[src/rtl/pfd_pkg.sv]
// Shared constants and types for the playfield mode decoder.
// Assumes a 3-bit playfield code and a 4-bit extended pixel value.
package pfd_pkg;

    localparam int CODE_W  = 3;
    localparam int HALF_W  = 2;
    localparam int PIX_W   = 2 * HALF_W;
    localparam int NUM_PM  = 4;
    localparam int NUM_PF  = 4;
    localparam int NREG    = NUM_PM + NUM_PF + 1;
    localparam int IDX_W   = $clog2(NREG);
    localparam int SLOT_PM0 = 0;
    localparam int SLOT_PF0 = NUM_PM;
    localparam int SLOT_BG  = NUM_PM + NUM_PF;

    localparam logic [CODE_W-1:0] CODE_BG    = 3'b000;
    localparam logic [CODE_W-1:0] CODE_VSYNC = 3'b001;

    typedef enum logic [1:0] {
        MODE_NORMAL = 2'b00,
        MODE_LUM16  = 2'b01,
        MODE_NINE   = 2'b10,
        MODE_HUE16  = 2'b11
    } pf_mode_e;

    typedef struct packed {
        logic             is_pf;
        logic [PIX_W-1:0] val;
    } pix_t;

endpackage

[src/rtl/pfd_code_ctrl.sv]
// Control-code decode: vertical sync, horizontal blank and the 40-character
// flag. Assumes the code is stable around the clock edge; outputs lag by one clock.
module pfd_code_ctrl
    import pfd_pkg::*;
(
    input  logic              clk,
    input  logic              rst_n,
    input  logic [CODE_W-1:0] pf_code,
    output logic              hbl_code,
    output logic              blank_code,
    output logic              vsync,
    output logic              hblank,
    output logic              wide_mode
);

    logic vs_code;

    // Classify the current code as sync or blank.
    always_comb begin
        vs_code    = (pf_code == CODE_VSYNC);
        hbl_code   = (pf_code[2:1] == 2'b01);
        blank_code = vs_code | hbl_code;
    end

    // Register the strobes one clock after their code.
    always_ff @(posedge clk) begin
        if (!rst_n) begin
            vsync  <= 1'b0;
            hblank <= 1'b0;
        end else begin
            vsync  <= vs_code;
            hblank <= hbl_code;
        end
    end

    // The 40-character flag follows bit 0 of each blank code and holds otherwise.
    always_ff @(posedge clk) begin
        if (!rst_n) begin
            wide_mode <= 1'b0;
        end else if (hbl_code) begin
            wide_mode <= pf_code[0];
        end
    end

endmodule

[src/rtl/pfd_pixel_pack.sv]
// Joins two 2-bit data transfers into one extended pixel value.
// Assumes horizontal blank marks the start of a line; the phase restarts there.
module pfd_pixel_pack
    import pfd_pkg::*;
(
    input  logic              clk,
    input  logic              rst_n,
    input  logic [CODE_W-1:0] pf_code,
    input  logic              hbl_code,
    output logic              phase,
    output pix_t              pixel
);

    logic              half_pf;
    logic [HALF_W-1:0] half_data;
    logic [HALF_W-1:0] hi_q;
    logic              hi_pf_q;

    // Data bits carried by this code; non-playfield codes contribute zeros.
    always_comb begin
        half_pf   = pf_code[CODE_W-1];
        half_data = half_pf ? pf_code[HALF_W-1:0] : '0;
    end

    // Pixel phase: alternate every clock, restart on horizontal blank.
    always_ff @(posedge clk) begin
        if (!rst_n) begin
            phase <= 1'b0;
        end else if (hbl_code) begin
            phase <= 1'b0;
        end else begin
            phase <= ~phase;
        end
    end

    // Hold the upper half captured in the first phase.
    always_ff @(posedge clk) begin
        if (!rst_n) begin
            hi_q    <= '0;
            hi_pf_q <= 1'b0;
        end else if (!hbl_code && !phase) begin
            hi_q    <= half_data;
            hi_pf_q <= half_pf;
        end
    end

    // Complete the pixel in the second phase; blank discards it.
    always_ff @(posedge clk) begin
        if (!rst_n) begin
            pixel <= '0;
        end else if (hbl_code) begin
            pixel <= '0;
        end else if (phase) begin
            pixel.is_pf <= hi_pf_q | half_pf;
            pixel.val   <= {hi_q, half_data};
        end
    end

endmodule

[src/rtl/pfd_colour_sel.sv]
// Picks the output colour from the nine colour slots according to the mode.
// Assumes hue in the upper LUM_W-complement bits and luminance in the low LUM_W bits.
module pfd_colour_sel
    import pfd_pkg::*;
#(
    parameter int CW    = 8,
    parameter int LUM_W = 4
) (
    input  logic               clk,
    input  logic               rst_n,
    input  logic [CODE_W-1:0]  pf_code,
    input  logic               blank_code,
    input  pf_mode_e           mode,
    input  pix_t               pixel,
    input  logic [NREG*CW-1:0] colour_regs,
    output logic [CW-1:0]      colour_out
);

    localparam int HUE_W = CW - LUM_W;

    logic [CW-1:0]    slot [NREG];
    logic [IDX_W-1:0] sel_idx;
    logic             use_lum_mix;
    logic             use_hue_mix;
    logic [CW-1:0]    bg;
    logic [CW-1:0]    mixed;
    logic [CW-1:0]    colour_nxt;

    // Split the flat register bus into slots.
    for (genvar g = 0; g < NREG; g++) begin : g_slot
        assign slot[g] = colour_regs[g*CW +: CW];
    end

    // Choose the slot index or a mix path for the current mode.
    always_comb begin
        sel_idx     = IDX_W'(SLOT_BG);
        use_lum_mix = 1'b0;
        use_hue_mix = 1'b0;
        unique case (mode)
            MODE_NORMAL: begin
                if (pf_code[CODE_W-1]) begin
                    sel_idx = IDX_W'(SLOT_PF0) + IDX_W'(pf_code[1:0]);
                end
            end
            MODE_NINE: begin
                if (pixel.is_pf) begin
                    if (pixel.val[2]) begin
                        sel_idx = IDX_W'(SLOT_PF0) + IDX_W'(pixel.val[1:0]);
                    end else if (!pixel.val[3]) begin
                        sel_idx = IDX_W'(SLOT_PM0) + IDX_W'(pixel.val[1:0]);
                    end
                end
            end
            MODE_LUM16: use_lum_mix = pixel.is_pf;
            MODE_HUE16: use_hue_mix = pixel.is_pf;
        endcase
    end

    // Build the OR-mixed colour from the background slot.
    always_comb begin
        bg    = slot[SLOT_BG];
        mixed = bg;
        if (use_lum_mix) begin
            mixed[LUM_W-1:0] = bg[LUM_W-1:0] | LUM_W'(pixel.val);
        end
        if (use_hue_mix) begin
            mixed[CW-1:LUM_W] = bg[CW-1:LUM_W] | HUE_W'(pixel.val);
        end
    end

    // Final choice: black on sync or blank, mix or indexed slot otherwise.
    always_comb begin
        if (blank_code) begin
            colour_nxt = '0;
        end else if (use_lum_mix || use_hue_mix) begin
            colour_nxt = mixed;
        end else begin
            colour_nxt = slot[sel_idx];
        end
    end

    // Register the colour output.
    always_ff @(posedge clk) begin
        if (!rst_n) begin
            colour_out <= '0;
        end else begin
            colour_out <= colour_nxt;
        end
    end

endmodule

[src/rtl/pf_mode_decoder.sv]
// Top of the playfield mode decoder: control decode, pixel pairing and
// colour selection. Assumes one playfield code per colour clock.
module pf_mode_decoder
    import pfd_pkg::*;
#(
    parameter int CW    = 8,
    parameter int LUM_W = 4
) (
    input  logic                       clk,
    input  logic                       rst_n,
    input  logic [2:0]                 pf_code,
    input  logic [1:0]                 pf_mode,
    input  logic [pfd_pkg::NREG*CW-1:0] colour_regs,
    output logic                       vsync,
    output logic                       hblank,
    output logic                       wide_mode,
    output logic [CW-1:0]              colour_out
);

    logic     hbl_code;
    logic     blank_code;
    logic     pix_phase;
    pix_t     pixel;
    pf_mode_e mode;

    // Interpret the mode field.
    always_comb mode = pf_mode_e'(pf_mode);

    pfd_code_ctrl u_ctrl (
        .clk        (clk),
        .rst_n      (rst_n),
        .pf_code    (pf_code),
        .hbl_code   (hbl_code),
        .blank_code (blank_code),
        .vsync      (vsync),
        .hblank     (hblank),
        .wide_mode  (wide_mode)
    );

    pfd_pixel_pack u_pack (
        .clk      (clk),
        .rst_n    (rst_n),
        .pf_code  (pf_code),
        .hbl_code (hbl_code),
        .phase    (pix_phase),
        .pixel    (pixel)
    );

    pfd_colour_sel #(.CW(CW), .LUM_W(LUM_W)) u_sel (
        .clk         (clk),
        .rst_n       (rst_n),
        .pf_code     (pf_code),
        .blank_code  (blank_code),
        .mode        (mode),
        .pixel       (pixel),
        .colour_regs (colour_regs),
        .colour_out  (colour_out)
    );

endmodule

[config.mk]
export PLATFORM = sky130hd
export DESIGN_NAME = pf_mode_decoder
export DESIGN_NICKNAME = d
export VERILOG_FILES = /design/src/rtl/pfd_pkg.sv /design/src/rtl/pfd_code_ctrl.sv /design/src/rtl/pfd_pixel_pack.sv /design/src/rtl/pfd_colour_sel.sv /design/src/rtl/pf_mode_decoder.sv
export SDC_FILE = /design/constraint.sdc
export NUM_CORES = 1
export LEC_CHECK = 0
export ABC_AREA = 1
export BUFFER_PORTS_ARGS = -buffer_cell sky130_fd_sc_hd__buf_2
export CELL_PAD_IN_SITES_DETAIL_PLACEMENT = 0
export CELL_PAD_IN_SITES_GLOBAL_PLACEMENT = 1
export CORE_ASPECT_RATIO = 1.1
export CORE_UTILIZATION = 34
export CTS_BUF_LIST = sky130_fd_sc_hd__clkbuf_8
export CTS_CLUSTER_SIZE = 12
export DETAILED_ROUTE_END_ITERATION = 16
export HOLD_SLACK_MARGIN = 0.05
export PLACE_DENSITY = 0.95
export SYNTH_ARGS = -nofsm -noshare
export SYNTH_HDL_FRONTEND = slang
export SYNTH_HIERARCHICAL = 1
export SYNTH_SLANG_ARGS = --single-unit
[constraint.sdc]
create_clock -name clk -period 2.92 [get_ports clk]
set_input_delay 0.73 -clock clk [delete_from_list [all_inputs] [get_ports clk]]
set_output_delay 0.73 -clock clk [all_outputs]
set_load 0.01 [all_outputs]
==> impl_metrics.yaml <==
cells_and_area:
  utilization_pct: 45.10
  design_area_mm2: 0.002465
  final_nets: 497
  drive_above_1_share_pct: 30.22
  antennaDiodeCount: 0
  area_growth_syn_to_layout_pct: 26.53
  fillers: 639
power:
  net-switching-power_uw: 239.5
  max-vdd-ir-drop_uv: 272.3
  power_density_mw_per_mm2: 328.3
  internal_power_uw: 569.7
  leakagePower_nw: 1.430
  pwr-share-comb_pct: 27.2
  pwr-share-clk_pct: 35.8
  pwr-share-seq_pct: 37.0
  switching_share_pct: 29.60
worst_setup_path:
  end_kind: "register"
  r2r_slack_ns: 1.08
  r2r_end: "u_sel/colour_out[7]"
  required_ns: 3.08
  rr_startpoint: "u_pack/pixel[4]"
  critical_path_class: "in -> reg"
  path_max_fanout: 33
  cp_top_family: "simple AND/OR/NAND/NOR gates"
  path_buf_inv: 2
  slowest_stage: "nand2_4"
  crit_start: "pf_mode[0]"
  cp.arrival_ns: 2.14
  startpoint_type: "input pin"
  cp_cell_sequence: "buf_2, inv_2, nand2_4, nor2_2, nand2_4, nand2_4, nand2_1, nand3_1, nand3_1, nand3_1, a21oi_1"
  reg2reg_depth: 9
  max_stage_delay_ns: 0.33
route:
  first_pass_iters: 4
  num_vias: 2343
  antenna_left: 0
  first_iter_violations: 115
  vias_per_cell: 4.762
  drc: 0
  route.detailed.wl_per_inst_um: 11.54
  drt_wl_total_um: 5676
timing:
  fin_crit_sh_pct: 68.07
  period_needed_ns: 1.988
  slew_viol_final: 0
  holdWs_ns: 0.4692
  slew_headroom_pct: 67.45
  fmax_mhz: 503.1
  hold_violations: 0
  fin_skew_ns: 0.003152
  grt_setup_unrepaired: "false"
  worst_slew_pin_slew_ns: 0.4865
  setup_violations: 0
  fin_setup_tns_ns: 0
cts:
  cts_tree: "done"
  worstSkewPairLatency_ns: 0.27
  cts_buffer_depth: 2
  cts-resized-gates: 0
  postCtsSetupBuffers: 0
  htree_levels: 1
  cts-root-buf: "clkbuf_8"
  clkSinkCount: 20
  clk_pin_slew_worst_paths_ns: 0.08
  numCtsBuffers: 3
  holdBufCountCts: 0
grt:
  grt_overflow: 0
  grt_max_degree: 34
  antenna_found_initial: 0
  groute.usage.overall_pct: 19.29
  grt_pass1_wl_um: 9128
  grt_pass1_vias: 2098
worst_hold_path:
  min_path_type: "reg -> reg"
  min_path_cells: 2
  holdPathEnd: "u_ctrl/wide_mode"
  hold_start: "u_ctrl/wide_mode"
run_status:
  status: "finished clean"
placed_design:
  place_area_mm2: 0.002394
  hpwl_um: 4466
  io_buffers: 89
  globalplace.congestion: 0.8560
floorplanning:
  start_util_pct: 35.65
  die_y_um: 81.39
  num_rows: 28
  die-area_mm2: 0.006037
  io-pin-count: 90
  die_w_um: 74.17
  core_mm2: 0.005465
synth:
  synth_top_area_cell: "nand3_1"
  synth_warnings: 6
  synthTopCellsByArea: "nand3_1, dfxtp_1, inv_1"
  ys_types: 25
  seq_area_frac_synth_pct: 20.55
  ys_ff_latch: 20
  postSynthAreaPerCell_um2: 5.798
  synth_fp_nets: 415
  synth.cell_area_mm2: 0.001948
  synth_top_area_share_pct: 23.12
  postSynthCellCount: 336
run:
  cap_violations: 0
[how the worst max path moves through the flow]
stage / end / slack, ns / depth (start not counted)
CTS: u_sel/colour_out[3] / 0.93 / 11
floorplan: u_sel/colour_out[4] / 1.24 / 11
finish: u_sel/colour_out[7] / 0.93 / 11
global placement: u_sel/colour_out[3] / 0.66 / 11
detailed placement: u_sel/colour_out[3] / 0.63 / 11
global route: u_sel/colour_out[7] / 0.73 / 11
[tightest hold or removal path, stage by stage, from the launching register on]
cell	delay, ns
dfxtp_1	0.32
nand3_1	0.07
nand2_1	0.04
[cell type report]
type / instances / area [um^2] / area share [%]
Timing Repair Buffer: 90 / 452.9 / 18.38
Inverter: 85 / 321.6 / 13.05
Clock inverter: 1 / 30.03 / 1.218
Sequential cell: 20 / 400.4 / 16.24
Multi-Input combinational cell: 218 / 1125 / 45.63
Tap cell: 75 / 93.84 / 3.807
Clock buffer: 3 / 41.29 / 1.675
[layer usage]
layer	vias to the layer above	track usage [%]	part of all wire (%)
met5	-	0	0
met4	0	5.192	1.2
met3	9	2.605	8.2
met2	85	34.27	48
met1	1029	24.05	43
li1	1220	-	-
[cells by family after synthesis]
group	Yosys count	share of synthesized area (%)
AOI/OAI and AO/OA	27	8.670
buffers and inverters	98	21.71
DFF	20	20.55
and+or+nand+nor	191	49.07
[cells in the final DEF, fill, tap and decap left out, drive strengths merged, types with 2 or more instances in the layout]
cell	n
nor2	19
nor3	2
inv	85
buf	90
a21oi	12
nand3	91
dfxtp	20
nand4	2
nand2	68
o21ai	9
o31ai	6
nand3b	9
clkbuf	3
[synthesized netlist by cell type, drive strengths merged]
| master | count |
|---|---|
| dfxtp | 20 |
| buf | 12 |
| nor3 | 2 |
| o31ai | 6 |
| nand4 | 2 |
| nand3b | 9 |
| a21oi | 12 |
| inv | 85 |
| o21ai | 9 |
| clkbuf | 1 |
| nor2 | 19 |
| nand2 | 68 |
| nand3 | 91 |
[registers in the layout (all words and copies together), names as in the netlist]
register / count
u_ctrl/hblank: 1
u_ctrl/vsync: 1
u_ctrl/wide_mode: 1
u_pack/hi_pf_q: 1
u_pack/hi_q: 2
u_pack/phase: 1
u_pack/pixel: 5
u_sel/colour_out: 8
[power by group through the flow]
stage,Sequential (mW),Clock [mW],Combinational (mW)
floorplan,0.306,0,0.132
global placement,0.306,0,0.220
detailed placement,0.306,0,0.221
CTS,0.300,0.294,0.222
global route,0.302,0.307,0.250
finish,0.299,0.290,0.220
[metrics by stage]
step	setup slack, ns	power (mW)	instances
floorplan	1.244	0.4384	336
global placement	0.6609	0.5264	488
detailed placement	0.6282	0.5269	488
CTS	0.9292	0.8158	492
global route	0.7313	0.8588	492
finish	0.9323	0.8093	492
Note: power is estimated with default switching activity, not from simulation.
